==> config.mk <==
export PLATFORM = sky130hd
export DESIGN_NAME = arb_fbg_top
export DESIGN_NICKNAME = d
export VERILOG_FILES = /design/src/rtl/arb_fbg_pkg.sv /design/src/rtl/arb_fbg_slot_fsm.sv /design/src/rtl/arb_fbg_fb_sum.sv /design/src/rtl/arb_fbg_node.sv /design/src/rtl/arb_fbg_prio.sv /design/src/rtl/arb_fbg_top.sv
export SDC_FILE = /design/constraint.sdc
export NUM_CORES = 1
export LEC_CHECK = 0
export CORE_ASPECT_RATIO = 0.5
export CORE_MARGIN = 2
export CORE_UTILIZATION = 40
export DETAILED_ROUTE_END_ITERATION = 8
export DONT_BUFFER_PORTS = 1
export PLACE_DENSITY_LB_ADDON = 0.2
export SYNTH_ARGS = -nofsm -noshare
export SYNTH_HDL_FRONTEND = slang
export SYNTH_SLANG_ARGS = --single-unit
==> constraint.sdc <==
create_clock -name clk -period 6.45 [get_ports clk]
set_input_delay 0.3225 -clock clk [delete_from_list [all_inputs] [get_ports clk]]
set_output_delay 0.3225 -clock clk [all_outputs]
set_load 0.1 [all_outputs]
==> src/rtl/arb_fbg_pkg.sv <==
package arb_fbg_pkg;
    typedef enum logic [0:0] {
        PH_OPEN = 1'b0,
        PH_RESV = 1'b1
    } phase_e;
endpackage

==> src/rtl/arb_fbg_slot_fsm.sv <==
module arb_fbg_slot_fsm
    import arb_fbg_pkg::*;
#(
    parameter int W  = 8,
    parameter int R  = 2,
    parameter int SW = $clog2(W)
) (
    input  logic          clk,
    input  logic          rst_n,
    output logic          reserved,
    output logic          window_end,
    output logic [SW-1:0] slot
);
    localparam logic [SW-1:0] LAST_OPEN = SW'(W - R - 1);
    localparam logic [SW-1:0] LAST_SLOT = SW'(W - 1);

    phase_e state, state_nxt;

    always_comb begin
        state_nxt = state;
        unique case (state)
            PH_OPEN: if (slot == LAST_OPEN) state_nxt = PH_RESV;
            PH_RESV: if (slot == LAST_SLOT) state_nxt = PH_OPEN;
        endcase
    end

    always_ff @(posedge clk or negedge rst_n) begin
        if (!rst_n) begin
            state <= PH_OPEN;
            slot  <= '0;
        end else begin
            state <= state_nxt;
            slot  <= (slot == LAST_SLOT) ? '0 : slot + SW'(1);
        end
    end

    always_comb begin
        unique case (state)
            PH_OPEN: begin
                reserved   = 1'b0;
                window_end = 1'b0;
            end
            PH_RESV: begin
                reserved   = 1'b1;
                window_end = (slot == LAST_SLOT);
            end
        endcase
    end
endmodule

==> src/rtl/arb_fbg_fb_sum.sv <==
module arb_fbg_fb_sum #(
    parameter int N  = 4,
    parameter int WW = 4,
    parameter int TW = WW + $clog2(N + 1)
) (
    input  logic [N-1:0]    fb,
    input  logic [N*WW-1:0] weights,
    output logic [TW-1:0]   total
);
    always_comb begin
        total = '0;
        for (int i = 0; i < N; i++) begin
            if (fb[i]) total = total + TW'(weights[i*WW +: WW]);
        end
    end
endmodule

==> src/rtl/arb_fbg_node.sv <==
module arb_fbg_node #(
    parameter int W      = 8,
    parameter int R      = 2,
    parameter int WW     = 4,
    parameter int TW     = 6,
    parameter int QDEPTH = 8,
    parameter int BW     = $clog2(W + 1),
    parameter int QW     = $clog2(QDEPTH + 1)
) (
    input  logic          clk,
    input  logic          rst_n,
    input  logic          enq,
    input  logic          fb,
    input  logic [WW-1:0] weight,
    input  logic [TW-1:0] total,
    input  logic          reserved,
    input  logic          window_end,
    input  logic          win,
    output logic          claim,
    output logic [BW-1:0] budget,
    output logic [QW-1:0] qcnt
);
    localparam int PW    = TW + BW + WW;
    localparam int SHARE = W - R;

    logic [PW-1:0] product, quotient;
    logic [BW-1:0] budget_new;
    logic          accept;

    assign product  = PW'(SHARE) * PW'(weight);
    assign quotient = (total == '0) ? '0 : product / PW'(total);
    assign budget_new = (fb && qcnt != '0 && total != '0) ? BW'(quotient) : '0;

    assign claim  = (qcnt != '0) && ((budget != '0) || reserved);
    assign accept = enq && (qcnt != QW'(QDEPTH));

    always_ff @(posedge clk or negedge rst_n) begin
        if (!rst_n) begin
            qcnt <= '0;
        end else begin
            qcnt <= qcnt + QW'(accept) - QW'(win);
        end
    end

    always_ff @(posedge clk or negedge rst_n) begin
        if (!rst_n) begin
            budget <= '0;
        end else if (window_end) begin
            budget <= budget_new;
        end else if (win && budget != '0) begin
            budget <= budget - BW'(1);
        end
    end
endmodule

==> src/rtl/arb_fbg_prio.sv <==
module arb_fbg_prio #(
    parameter int N = 4
) (
    input  logic [N-1:0] claim,
    output logic [N-1:0] grant
);
    always_comb begin
        logic taken;
        taken = 1'b0;
        grant = '0;
        for (int i = 0; i < N; i++) begin
            if (claim[i] && !taken) begin
                grant[i] = 1'b1;
                taken    = 1'b1;
            end
        end
    end
endmodule

==> src/rtl/arb_fbg_top.sv <==
module arb_fbg_top #(
    parameter int N      = 4,
    parameter int W      = 8,
    parameter int R      = 2,
    parameter int WW     = 4,
    parameter int QDEPTH = 8
) (
    input  logic            clk,
    input  logic            rst_n,
    input  logic [N-1:0]    enq_i,
    input  logic [N-1:0]    fb_assert_i,
    input  logic [N*WW-1:0] cfg_weight_i,
    output logic [N-1:0]    grant_o
);
    localparam int SW = $clog2(W);
    localparam int BW = $clog2(W + 1);
    localparam int QW = $clog2(QDEPTH + 1);
    localparam int TW = WW + $clog2(N + 1);

    logic          reserved, window_end;
    logic [SW-1:0] slot;
    logic [TW-1:0] fb_total;
    logic [N-1:0]  claim;
    logic [N*BW-1:0] budget_flat;
    logic [N*QW-1:0] qcnt_flat;

    arb_fbg_slot_fsm #(.W(W), .R(R), .SW(SW)) u_timer (
        .clk(clk), .rst_n(rst_n), .reserved(reserved),
        .window_end(window_end), .slot(slot)
    );

    arb_fbg_fb_sum #(.N(N), .WW(WW), .TW(TW)) u_fbsum (
        .fb(fb_assert_i), .weights(cfg_weight_i), .total(fb_total)
    );

    for (genvar i = 0; i < N; i++) begin : g_node
        arb_fbg_node #(
            .W(W), .R(R), .WW(WW), .TW(TW), .QDEPTH(QDEPTH), .BW(BW), .QW(QW)
        ) u_node (
            .clk(clk), .rst_n(rst_n),
            .enq(enq_i[i]), .fb(fb_assert_i[i]),
            .weight(cfg_weight_i[i*WW +: WW]), .total(fb_total),
            .reserved(reserved), .window_end(window_end),
            .win(grant_o[i]), .claim(claim[i]),
            .budget(budget_flat[i*BW +: BW]), .qcnt(qcnt_flat[i*QW +: QW])
        );
    end

    arb_fbg_prio #(.N(N)) u_prio (.claim(claim), .grant(grant_o));
endmodule

Word-level counts from Yosys, hierarchy flattened
Cells that the tools add are included.
- bitwise operators: 1
- reduce and logical (&&, ||, !) cells: 44
- shift-type cells: 0
- multipliers: 4
- muxes and demuxes: 32
- add/sub/neg operators: 16
- $lt $le $gt $ge: 0
- div/mod/pow operators: 4
- equality and inequality tests: 6
- operators by type and width (kind ; number):
    $mux W4 ; 17
    $div A7 B7 Y15 ; 4
    $reduce_bool A4 Y1 ; 8
    $mul A2 B4 Y6 const A ; 4
    $logic_and A1 B1 Y1 ; 23
    $mux W7 ; 3
    $add A4 B1 Y4 ; 4
    $ne A4 B4 Y1 const B ; 4
    $sub A4 B1 Y4 ; 4
    $sub A4 B1 Y4 const B ; 4
    $add A7 B4 Y7 ; 2
    $mux W1 ; 8
    $reduce_bool A2 Y1 ; 4
    $logic_not A7 Y1 ; 1
    $reduce_bool A7 Y1 ; 1
    $eq A3 B3 Y1 const B ; 2
    $pmux W1 S2 ; 3
    $add A4 B4 Y5 ; 1
    $logic_or A1 B1 Y1 ; 4
    $add A3 B1 Y3 const B ; 1
    $logic_not A1 Y1 ; 3
    $mux W3 ; 1
    $not A1 Y1 ; 1
- output and inout port bits: 4
- latch bits: 0
- memories kept: 0
- bits of input ports: 26
- memory bits (writable): 0
- bits in read-only memories: 0
- flip-flop bits (word level): 36

Logic depth before layout (Yosys ltp)
- word-level depth: 17
- depth in mapped cells: 160
- depth with buffers taken out: 153

Modules after synthesis
Synthesis repeated with hierarchy kept, for this count alone.
- cells, all modules: 2842
- area total of the unflattened synthesis: 22180.0 um^2
- by module, submodules not included (module ; times used ; area each (um^2) ; seq. area each (um^2) ; cells each):
    arb_fbg_node (g_node[0].u_node ...) ; 3 ; 5336.4 ; 200.2 ; 691
    arb_fbg_node (g_node[1].u_node) ; 1 ; 5311.3 ; 200.2 ; 679
    arb_fbg_fb_sum ; 1 ; 654.4 ; 0.0 ; 73
    arb_fbg_slot_fsm ; 1 ; 168.9 ; 100.1 ; 13
    arb_fbg_prio ; 1 ; 36.3 ; 0.0 ; 4

Least setup slack after synthesis
OpenSTA, ideal clock, no wires.
- kind: input -> register
- start point: in fb_assert_i[0]
- end point: reg g_node[0].u_node.budget[0]
- arrival time: 29941 ps
- library setup time: 127 ps
- stages: 143
- slack: -23618 ps
- cells stage by stage: buf_4 > and2_1 > ha_1 > inv_1 > fa_1 > nor2b_1 > or2_2 > inv_1 > fa_1 > nand2_1 > o31a_1 > inv_1 > fa_1 > nor2_1 > a21oi_1 > ha_1 > o21a_1 > o21ai_0 > (+107 left out) > inv_1 > nand3b_1 > or4_4 > buf_6 > nor2_1 > a21oi_2 > ha_1 > a21oi_1 > nor2b_1 > o21ai_0 > nand2b_1 > a21oi_1 > nor2b_1 > o21ai_0 > nand3_1 > nor3_1 > o2111a_1 > a31oi_1
- cells in the longest elaborated chain, start to end: 11
- elaborated cells between the ends (all ways): 15
- classes of those cells: add/sub (3); div (1); mux (7); reduce/logical (4)
- ends and longest elaborated chain (what ; line ; source):
    start: declaration ; arb_fbg_top.sv:11 ; input logic [N-1:0] fb_assert_i,
    $mux W4 ; arb_fbg_fb_sum.sv:13 ; if (fb[i]) total = total + TW'(weights[i*WW +: WW]);
    $add A4 B4 Y5 ; arb_fbg_fb_sum.sv:13 ;
    $mux W7 ; arb_fbg_fb_sum.sv:13 ;
    $add A7 B4 Y7 ; arb_fbg_fb_sum.sv:13 ;
    $mux W7 ; arb_fbg_fb_sum.sv:13 ;
    $add A7 B4 Y7 ; arb_fbg_fb_sum.sv:13 ;
    $mux W7 ; arb_fbg_fb_sum.sv:13 ;
    $div A7 B7 Y15 (tied with other cells) ; arb_fbg_node.sv:31 ; assign quotient = (total == '0) ? '0 : product / PW'(total);
    $mux W4 or $logic_and A1 B1 Y1 (tied branches) ; arb_fbg_node.sv:31, arb_fbg_node.sv:32 ;
    $mux W4 * ; arb_fbg_node.sv:32 ; assign budget_new = (fb && qcnt != '0 && total != '0) ? BW'(quotient) : '0;
    $mux W4 * ; arb_fbg_node.sv:48 ; end else if (window_end) begin
    end signal: assignment ; arb_fbg_node.sv:49 ; budget <= budget_new;
    end signal: assignment ; arb_fbg_node.sv:51 ; budget <= budget - BW'(1);
    end: declaration ; arb_fbg_node.sv:20 ; output logic [BW-1:0] budget,
Every way passes the cells marked *; elsewhere a longest branch is shown, timed or not.
A chain may end at the register's enable or synchronous reset.

Worst setup path in the final report
- start point: in fb_assert_i[0]
- end point: reg g_node[3].u_node.budget[0]
- cells in the longest elaborated chain, start to end: 11
- elaborated cells between the ends (all ways): 14
- classes of those cells: add/sub (3); div (1); mux (7); reduce/logical (3)
- ends and longest elaborated chain (what ; line):
    $mux W4 * ; arb_fbg_fb_sum.sv:13
    $add A4 B4 Y5 ; arb_fbg_fb_sum.sv:13
    $mux W7 * ; arb_fbg_fb_sum.sv:13
    $add A7 B4 Y7 ; arb_fbg_fb_sum.sv:13
    $mux W7 * ; arb_fbg_fb_sum.sv:13
    $add A7 B4 Y7 ; arb_fbg_fb_sum.sv:13
    $mux W7 * ; arb_fbg_fb_sum.sv:13
    $div A7 B7 Y15 (tied with other cells) ; arb_fbg_node.sv:31
    $mux W4 or $logic_and A1 B1 Y1 (tied branches) ; arb_fbg_node.sv:31, arb_fbg_node.sv:32
    $mux W4 * ; arb_fbg_node.sv:32
    $mux W4 * ; arb_fbg_node.sv:48
    end signal: assignment ; arb_fbg_node.sv:49
    end signal: assignment ; arb_fbg_node.sv:51
    end: declaration ; arb_fbg_node.sv:20
Marked as above.

==> results.tsv <==
stage	metric	value	unit
timing	Max Fclk	0.0402	GHz
setup_path	cell repeated most along the worst path	o21a_1	
timing	hold_ws	0.349	ns
grt	Remaining Overflow, GRT	0	
hold_path	worst min-delay path category	in2reg	
finish	post-layout util	68.5	%
grt	initial antenna violation count	1	
timing	Final Setup Violations	16	
run	number of max-cap violations	0	
timing	clk_skew	0.00418	ns
clock_tree	CTS buffer count	5	
timing	Fin. Hold Viols	0	
timing	Worst slew margin	33.8	%
routing	DR DRC count	0	
place	placed cells	4939	
grt	first-pass GRT wire length	142	mm
synthesis	post-synthesis cell area	22300	µm²
finish	Fillers	4254	
place	Final Wtd Congestion	0.913	
status	outcome	finished with violations	
clock_tree	CTS tree	yes	
finish	Layout Cells excl Fill	5276	
timing	fin crit share	386	%
timing	Tmin final	24.88	ns
routing	Vias/cell	5.69	
floorplan	Die ar.	57900	µm²
floorplan	Initial Util	40.4	%
routing	metal2 WL	43.0	mm
timing	Max Slew Vio Count	0	
synthesis	ranking of synthesized cells by area	ha_1, o21a_1, nor2_1	
setup_path	CP required	6.60	ns
routing	via count	30000	
clock_tree	Reg clk slew, reported paths	0.06	ns
floorplan	die extent in x	338	µm
floorplan	number of top-level pins	30	
routing	wl on met1	41.2	mm
clock_tree	Max Root-Sink Buffers	2	
status	violated checks	setup timing	
floorplan	Core ar.	55300	µm²
synthesis	Yosys cell types	135	
routing	highest routing layer actually used	met4	
finish	area of the multi-input gates	23600	µm²
place	Port Buffers	0	
timing	Slew @ Worst Pin	0.984	ns
routing	wire length per cell	17.6	µm
finish	most common cell after layout, fill and taps aside	buf_4	
synthesis	register area share after synthesis	4.03	%
synthesis	synthesized area per cell	7.43	µm²
grt	vias in the first global route	28783	
synthesis	Yosys reg bits	36	
clock_tree	Clk Latency, worst-skew pair	0.29	ns
timing	Final WS setup	-18.43	ns
synthesis	EDFF count, synth	0	
setup_path	kind of critical path	in2reg	
clock_tree	H-Tree Depth	2	
clock_tree	Sink Count	36	
synthesis	Synth Instances	3007	
clock_tree	CTS root buffer	clkbuf_16	
routing	met3 WL	5.20	mm
routing	First-pass DRT Iterations	6	
synthesis	yosys warns	0	
grt	GR Util All Layers	29.1	%
routing	initial drt markers	2129	
finish	Final Cell Area	37900	µm²
timing	RSZ-0062 raised after global routing	yes	
routing	Routed WL	92.9	mm
finish	area taken by flip-flops and latches	901	µm²
finish	most frequent cells in the layout	buf_4, ha_1, nor2_1, nand2_1, o21a_1	
setup_path	critical path capture point type	register	
synthesis	post-synth top area cell	ha_1	
setup_path	CP max FO	11	
synthesis	FFs w/ async S/R, synth	100	%
setup_path	Startpoint Class	primary input	
place	area post-placement	33000	µm²
finish	synth-to-layout area growth	69.6	%
setup_path	Slowest-stage cell, CP	or4_1	
synthesis	commonest register cell after synthesis	dfrtp_1	
place	DP HPWL	65.2	mm
finish	Final nets	4964	
floorplan	row count	61	
floorplan	Vert. Die Dim	171	µm
finish	layout cell share with drive strength beyond 1	47.2	%
synthesis	Synth top area share	22.8	%
grt	pin count of the biggest net entering global routing	55	
finish	antenna fix cells	0	
setup_path	critical path's largest stage delay	0.55	ns
routing	antenna-violating nets left	0	
setup_path	Worst EP arrival	25.02	ns
[final timing paths]
kind,startpoint,end,slack (ns),depth (start not counted)
max,fb_assert_i[0],g_node[3].u_node.budget[0],-18.43,138
max reg2reg,g_node[0].u_node.budget[0],g_node[1].u_node.budget[0],2.81,11
min,enq_i[3],g_node[3].u_node.qcnt[0],0.35,3
min in group asynchronous,rst_n,g_node[2].u_node.budget[0],0.49,2
max in group asynchronous,rst_n,g_node[3].u_node.budget[2],5.74,2
min reg2reg,u_timer.slot[0],u_timer.slot[0],0.47,1
[flip-flops by register name, indices dropped and copies added, names as in the netlist]
register              count
g_node.u_node.budget     16
g_node.u_node.qcnt       16
u_timer.slot              3
u_timer.state             1
[metal layers]
metal | vias up | track usage, %
li1 | 14448 | -
met2 | 1007 | 50.9
met4 | 0 | 8.23
met1 | 14265 | 38.4
met5 | - | 0
met3 | 280 | 2.42
[metrics by stage]
stage	worst slack [ns]	TNS, ns
after floorplan	-19.32	-265.57
after global placement	-19.61	-259.36
after detailed placement	-19.95	-265.64
after CTS	-18.24	-244.76
after global routing	-19.62	-269.05
final	-18.43	-253.00
[layout make-up]
class	instances	share of cell area (%)
well taps	756	2.50
clock inverters	3	0.0495
inverters	140	1.40
multi-input cells	2805	62.2
flip-flops and latches	36	2.38
clock buffers	5	0.330
repair buffers	1531	31.1
[cell usage after synthesis (all sizes together), types with 17 or more instances]
master / n
o21a: 160
nand2: 231
buf: 37
clkbuf: 20
o21ai: 176
nand4: 39
a211oi: 36
o31ai: 61
a21o: 83
or2: 38
and2: 39
mux2: 77
a21oi: 188
nand3: 68
ha: 408
dfrtp: 36
nor3: 167
o211ai: 30
xnor2: 81
inv: 139
a211o: 17
mux2i: 45
a31oi: 33
xor2: 44
and3: 28
nor2: 301
or3: 32
nand2b: 39
and4: 18
nor2b: 49
[kinds of logic (layout without fill, tap and decap cells)]
group | after synthesis | after routing | synth area share (%)
other | 1 | 32 | 0.0168
XOR/XNOR | 125 | 125 | 4.90
adder cells (fa/ha/maj) | 423 | 423 | 24.0
AND/OR/NAND/NOR | 1117 | 1117 | 25.4
buffers and inverters | 197 | 1679 | 3.76
multiplexers | 122 | 122 | 6.13
AO/OA/AOI/OAI | 986 | 986 | 31.7
flip-flops | 36 | 36 | 4.03
[worst max-delay path: cells and delay by family]
family                     cells  cell delay [ns]
AOI/OAI and AO/OA             69            11.28
buffers and inverters          7             0.83
and+or+nand+nor               40             7.13
adders and majority gates     16             4.10
muxes                          4             1.03
xor gates and xnor gates       2             0.29
[repair_timing]
action / 4_1_cts / 5_1_grt
setup buffers: 210 / 120
gates cloned: 1 / 1
resized for setup: 184 / 256
setup endpoints to repair: 16 / 16
pin swaps: 128 / 167
hold buffers: 2 / 0
hold endpoints to repair: 36 / 0
Power is not shown: default switching activity piles up to over one toggle a cycle in this logic, so the estimate is an artifact.
